### src/rtl/cig_pkg.sv
// Package: shared encodings for the processor idle clock gate.
// Assumes word-addressed registers with the control bit at bit 0.
package cig_pkg;
    localparam int unsigned OFF_START  = 0;
    localparam int unsigned OFF_STOP   = 1;
    localparam int unsigned OFF_STATUS = 2;
    localparam int unsigned CPU_BIT    = 0;

    typedef enum logic [1:0] {
        GATE_RUN  = 2'd0,
        GATE_PEND = 2'd1,
        GATE_IDLE = 2'd2
    } gate_state_e;
endpackage

### src/rtl/cig_wake.sv
// Module: cig_wake
// Combines the interrupt requests with their masks into one wake level.
// Assumes requests are level signals that are already synchronous to clk.
module cig_wake #(
    parameter int N_IRQ = 8
) (
    input  logic [N_IRQ-1:0] irq_req,
    input  logic [N_IRQ-1:0] irq_en,
    input  logic             fast_req,
    input  logic             fast_en,
    output logic             wake
);
    logic [N_IRQ-1:0] qual;

    // Qualify each normal source with its own mask bit.
    for (genvar i = 0; i < N_IRQ; i++) begin : g_src
        assign qual[i] = irq_req[i] & irq_en[i];
    end

    // Any qualified source, normal or fast, raises the wake level.
    always_comb begin
        wake = (fast_req & fast_en) | (|qual);
    end
endmodule

### src/rtl/cig_regif.sv
// Module: cig_regif
// Register-bus slave. It turns writes into start/stop pulses and holds the
// status flop, which lags the gate enable by one cycle.
// Assumes single-cycle accesses and combinational read data.
module cig_regif
    import cig_pkg::*;
#(
    parameter int ADDR_W = 4,
    parameter int DATA_W = 32
) (
    input  logic              clk,
    input  logic              rst_n,
    input  logic              bus_sel,
    input  logic              bus_we,
    input  logic [ADDR_W-1:0] bus_addr,
    input  logic [DATA_W-1:0] bus_wdata,
    input  logic              clk_en_in,
    output logic              start_pulse,
    output logic              stop_pulse,
    output logic [DATA_W-1:0] bus_rdata
);
    localparam logic [ADDR_W-1:0] A_START  = ADDR_W'(OFF_START);
    localparam logic [ADDR_W-1:0] A_STOP   = ADDR_W'(OFF_STOP);
    localparam logic [ADDR_W-1:0] A_STATUS = ADDR_W'(OFF_STATUS);

    logic wr_acc;
    logic status_q;
    logic unused_wbits;

    assign unused_wbits = ^bus_wdata;

    // Decode writes that carry a 1 in the processor bit.
    always_comb begin
        wr_acc      = bus_sel & bus_we & bus_wdata[CPU_BIT];
        start_pulse = wr_acc & (bus_addr == A_START);
        stop_pulse  = wr_acc & (bus_addr == A_STOP);
    end

    // Status copy of the gate enable, one cycle late.
    always_ff @(posedge clk) begin
        if (!rst_n) status_q <= 1'b1;
        else        status_q <= clk_en_in;
    end

    // Read mux: only the status offset returns data.
    always_comb begin
        bus_rdata = '0;
        if (bus_sel && !bus_we && bus_addr == A_STATUS)
            bus_rdata[CPU_BIT] = status_q;
    end

    AST_STATUS_TRACKS: assert property (@(posedge clk) disable iff (!rst_n)
        (clk_en_in != status_q) |=> (status_q == $past(clk_en_in)));
    AST_STOP_START_EXCL: assert property (@(posedge clk) disable iff (!rst_n)
        !(start_pulse && stop_pulse));
endmodule

### src/rtl/cig_fsm.sv
// Module: cig_fsm
// Gate state machine: run, stop pending, idle. A wake request or a start
// write wins over everything else. A pending stop completes on a retire pulse.
// Assumes insn_done is one-cycle per retired instruction.
module cig_fsm
    import cig_pkg::*;
(
    input  logic clk,
    input  logic rst_n,
    input  logic start_pulse,
    input  logic stop_pulse,
    input  logic wake,
    input  logic insn_done,
    output logic clk_en
);
    gate_state_e state_q, state_d;

    // Next-state selection with wake/start priority.
    always_comb begin
        state_d = state_q;
        if (wake || start_pulse) begin
            state_d = GATE_RUN;
        end else begin
            unique case (state_q)
                GATE_RUN:  if (stop_pulse) state_d = GATE_PEND;
                GATE_PEND: if (insn_done)  state_d = GATE_IDLE;
                GATE_IDLE: state_d = GATE_IDLE;
                default:   state_d = GATE_RUN;
            endcase
        end
    end

    // State register, running after reset.
    always_ff @(posedge clk) begin
        if (!rst_n) state_q <= GATE_RUN;
        else        state_q <= state_d;
    end

    assign clk_en = (state_q != GATE_IDLE);

    AST_WAKE_ON: assert property (@(posedge clk) disable iff (!rst_n)
        wake |=> clk_en);
    AST_NO_EARLY_STOP: assert property (@(posedge clk) disable iff (!rst_n)
        (clk_en && !insn_done) |=> clk_en);
    AST_PEND_FROM_WRITE: assert property (@(posedge clk) disable iff (!rst_n)
        $rose(state_q == GATE_PEND) |-> $past(stop_pulse));
    AST_IDLE_HOLDS: assert property (@(posedge clk) disable iff (!rst_n)
        (!clk_en && !wake && !start_pulse) |=> !clk_en);
endmodule

### src/rtl/cpu_idle_gate.sv
// Module: cpu_idle_gate
// Top of the processor idle clock gate controller. It produces the enable
// for an external glitch-free gating cell. Everything here runs on the
// free-running system clock.
module cpu_idle_gate #(
    parameter int N_IRQ  = 8,
    parameter int ADDR_W = 4,
    parameter int DATA_W = 32
) (
    input  logic              clk,
    input  logic              rst_n,
    input  logic              bus_sel,
    input  logic              bus_we,
    input  logic [ADDR_W-1:0] bus_addr,
    input  logic [DATA_W-1:0] bus_wdata,
    output logic [DATA_W-1:0] bus_rdata,
    input  logic [N_IRQ-1:0]  irq_req,
    input  logic [N_IRQ-1:0]  irq_en,
    input  logic              fast_req,
    input  logic              fast_en,
    input  logic              insn_done,
    output logic              cpu_clk_en
);
    logic wake;
    logic start_pulse;
    logic stop_pulse;

    cig_wake #(.N_IRQ(N_IRQ)) u_wake (
        .irq_req (irq_req),
        .irq_en  (irq_en),
        .fast_req(fast_req),
        .fast_en (fast_en),
        .wake    (wake)
    );

    cig_regif #(.ADDR_W(ADDR_W), .DATA_W(DATA_W)) u_regif (
        .clk        (clk),
        .rst_n      (rst_n),
        .bus_sel    (bus_sel),
        .bus_we     (bus_we),
        .bus_addr   (bus_addr),
        .bus_wdata  (bus_wdata),
        .clk_en_in  (cpu_clk_en),
        .start_pulse(start_pulse),
        .stop_pulse (stop_pulse),
        .bus_rdata  (bus_rdata)
    );

    cig_fsm u_fsm (
        .clk        (clk),
        .rst_n      (rst_n),
        .start_pulse(start_pulse),
        .stop_pulse (stop_pulse),
        .wake       (wake),
        .insn_done  (insn_done),
        .clk_en     (cpu_clk_en)
    );
endmodule

### config.mk
export PLATFORM = sky130hd
export DESIGN_NAME = cpu_idle_gate
export DESIGN_NICKNAME = d
export VERILOG_FILES = /design/src/rtl/cig_pkg.sv /design/src/rtl/cig_wake.sv /design/src/rtl/cig_regif.sv /design/src/rtl/cig_fsm.sv /design/src/rtl/cpu_idle_gate.sv
export SDC_FILE = /design/constraint.sdc
export NUM_CORES = 1
export LEC_CHECK = 0
export BUFFER_PORTS_ARGS = -buffer_cell sky130_fd_sc_hd__buf_2
export CORE_AREA = 8 8 54 56
export DETAILED_ROUTE_END_ITERATION = 8
export DIE_AREA = 0 0 62 64
export GPL_TIMING_DRIVEN = 1
export PLACE_DENSITY = 0.85
export RECOVER_POWER = 100
export SYNTH_ARGS = -nofsm -noshare
export SYNTH_HDL_FRONTEND = slang
export SYNTH_SLANG_ARGS = --single-unit
### constraint.sdc
create_clock -name clk -period 1.9 [get_ports clk]
set_input_delay 0 -clock clk [delete_from_list [all_inputs] [get_ports clk]]
set_output_delay 0 -clock clk [all_outputs]
set_load 0.03 [all_outputs]
==> impl_metrics.tcl <==
set metrics [dict create \
    cp.required_ns 2.02 \
    drcViolationCount 0 \
    switching_share_pct 43.4 \
    grt_max_degree 4 \
    arrival_ns 1.80 \
    core.rowCount 17 \
    start_util_pct 25.5 \
    crit_slowest_cell "a2111oi_2" \
    core_sq_um 2110 \
    dieArea_sq_um 3970 \
    antenna_found_initial 0 \
    grt_pass1_vias 483 \
    portBuffers 29 \
    via_count 438 \
    p_comb_share_pct 42.6 \
    die_y_um 64 \
    clock_power_share_pct 36.5 \
    clk_path_buf_depth 2 \
    setup_tns_ns 0 \
    avgSynthCellArea_sq_um 8.54 \
    nNetsFinal 160 \
    wl_per_cell_um 10.4 \
    layout_min_cycle_time_ns 1.68 \
    worstSetupStartpointType "register" \
    syn_to_final_growth_pct 15.1 \
    r2r-end "u_fsm.state_q[1]" \
    final_layout_size_suffix_gt1_share_pct 34.4 \
    cp_cell_sequence "inv_1 -> ha_1 -> and2b_2 -> a2111oi_2 -> mux2i_1 -> nor2b_1" \
    grt_use_total_pct 6.32 \
    insertion_delay_ns 0.23 \
    postRouteAntennaNets 0 \
    ys_seq_area_share_pct 11.2 \
    yosysUniqueCellTypes 17 \
    setup_viol 0 \
    max_stage_delay_ns 0.46 \
    clock.fmax_mhz 594 \
    synth_flop_cell "dfxtp_1" \
    timing.final.max_slew_violations 0 \
    die_w_um 62 \
    grt_pass1_wl_mm 1.90 \
    power_density_nw_per_um2 489 \
    globalplace.congestion 0.648 \
    first_iter_violations 4 \
    cts_buffers 3 \
    synth_seq_cells 3 \
    path_max_fanout 3 \
    ioPinCount 92 \
    cts_resized 0 \
    cts-root-buf "clkbuf_4" \
    setup_slack_ns 0.215 \
    p_sw_mw 0.131 \
    drv_cap 0 \
    synth_area_sq_um 538 \
    regToRegStartpoint "u_fsm.state_q[1]" \
    cts_setup_buffers 0 \
    hold_viol_final 0 \
    via_per_inst 3.53 \
    dp.cells 119 \
    routed_wirelength_mm 1.29 \
    ir_drop_uv 149 \
    outcome "finished clean" \
    dp_hpwl_mm 1.18 \
    cts_hold_buf 1 \
    clkSinkCount 3 \
    ys_async_sr_fraction_pct 0 \
    synth_edf_count 0 \
    synthCells 63 \
    final-instance-count-excl-fill 124 \
    cp-end-kind "register" \
    fin_skew_ns 0.00113 \
    n_antenna_cell 0 \
    cts_tree "done" \
    reg2regPathDepth 6 \
    p_leak_nw 0.327 \
    r2r_setup_slack_ns 0.22 \
    ys_warn_count 0 \
    internal_power_mw 0.171 \
    dr.pass1.iters 2 \
    crit_end "u_fsm.state_q[1]" \
    cts_max_level 1 \
    crit_start "u_fsm.state_q[1]" \
    grt-ovfl-total 0 \
    min_path_type "in2reg" \
    min_period_over_period_pct 88.7 \
    fin_hold_ws_ns 0.164 \
    seq_power_share_pct 20.9 \
    clk_pin_slew_ns 0.04 \
    rsz0062_at_grt "no" \
    place_worst_setup_slack_ns 0.314 \
    path_class "reg2reg" \
]
-- power groups by stage --
stage	combinational (mW)	clock [mW]	sequential [mW]
floorplan	0.143	0	0.0643
detailed placement	0.126	0	0.0643
CTS	0.128	0.118	0.0633
global placement	0.124	0	0.0643
finish	0.129	0.111	0.0634
global route	0.137	0.117	0.0633
-- registers in the layout (all words and copies together) (netlist names) --
signal and count:
u_fsm.state_q 2, u_regif.status_q 1
-- final cells by class --
| cell class | instances | area (sq um) |
|---|---|---|
| Clock buffer | 4 | 26.3 |
| Fill cell | 240 | 1490 |
| Inverter | 3 | 11.3 |
| Multi-Input combinational cell | 56 | 334 |
| Sequential cell | 3 | 60.1 |
| Tap cell | 28 | 35.0 |
| Timing Repair Buffer | 30 | 153 |
-- cell families after synthesis --
family | share of synthesized area (%)
buf+inv | 45.3
simple gates | 17.7
compound gates | 12.1
fa+ha+maj | 9.30
flops | 11.2
mux | 3.72
other cells | 0.697
-- per-layer routing --
metal	wire length [um]	vias to the layer above	track usage [%]
li1	-	216	-
met1	524	179	6.33
met2	541	41	9.70
met3	207	2	2.80
met4	12	0	5.13
met5	0	-	0
-- per-stage QoR --
stage	utilization [%]	instance area [sq um]	total power, mW
2_1_floorplan	-	651	0.207
3_3_place_gp	28.4	598	0.189
3_5_place_dp	28.4	598	0.190
4_1_cts	30.1	634	0.309
5_1_grt	29.4	619	0.318
6_report	29.4	619	0.303
-- cell usage in the layout (no fill, tap or decap), types with 3 or more instances in the layout --
| master | count |
|---|---|
| ha_1 | 4 |
| inv_1 | 3 |
| a22oi_1 | 4 |
| conb_1 | 31 |
| buf_2 | 27 |
| nor2b_1 | 3 |
| clkbuf_1 | 3 |
| dfxtp_1 | 3 |
| clkbuf_4 | 3 |
| nand2_1 | 3 |
-- critical path: cells and delay by family, from the launching register on --
kind	cells	cell delay, ns
adder cells (fa/ha/maj)	1	0.18
buffers and inverters	1	0.08
flip-flops	1	0.33
AO/OA/AOI/OAI	1	0.46
AND/OR/NAND/NOR	2	0.26
multiplexers	1	0.26
-- synthesized netlist by cell type, drive strengths merged, types with 2 or more instances --
library cell  instances  share of area, %
ha                    4               9.3
nand2                 3               2.1
buf                  31                43
nor4                  2               2.3
a22oi                 4               5.6
mux2i                 2               3.7
nand4b                2               6.0
inv                   3               2.1
nor2b                 3               3.5
dfxtp                 3                11
-- how the worst min path moves through the flow --
stage	start	cells after the start	slack, ns	endpoint
finish	irq_en[5]	5	0.16	u_fsm.state_q[0]
global route	irq_req[7]	5	0.19	u_fsm.state_q[1]
CTS	irq_en[5]	5	0.16	u_fsm.state_q[0]
detailed placement	rst_n	2	0.19	u_regif.status_q
global placement	rst_n	2	0.19	u_regif.status_q
floorplan	rst_n	1	0.07	u_regif.status_q
Note: power is estimated with default switching activity, not from simulation.
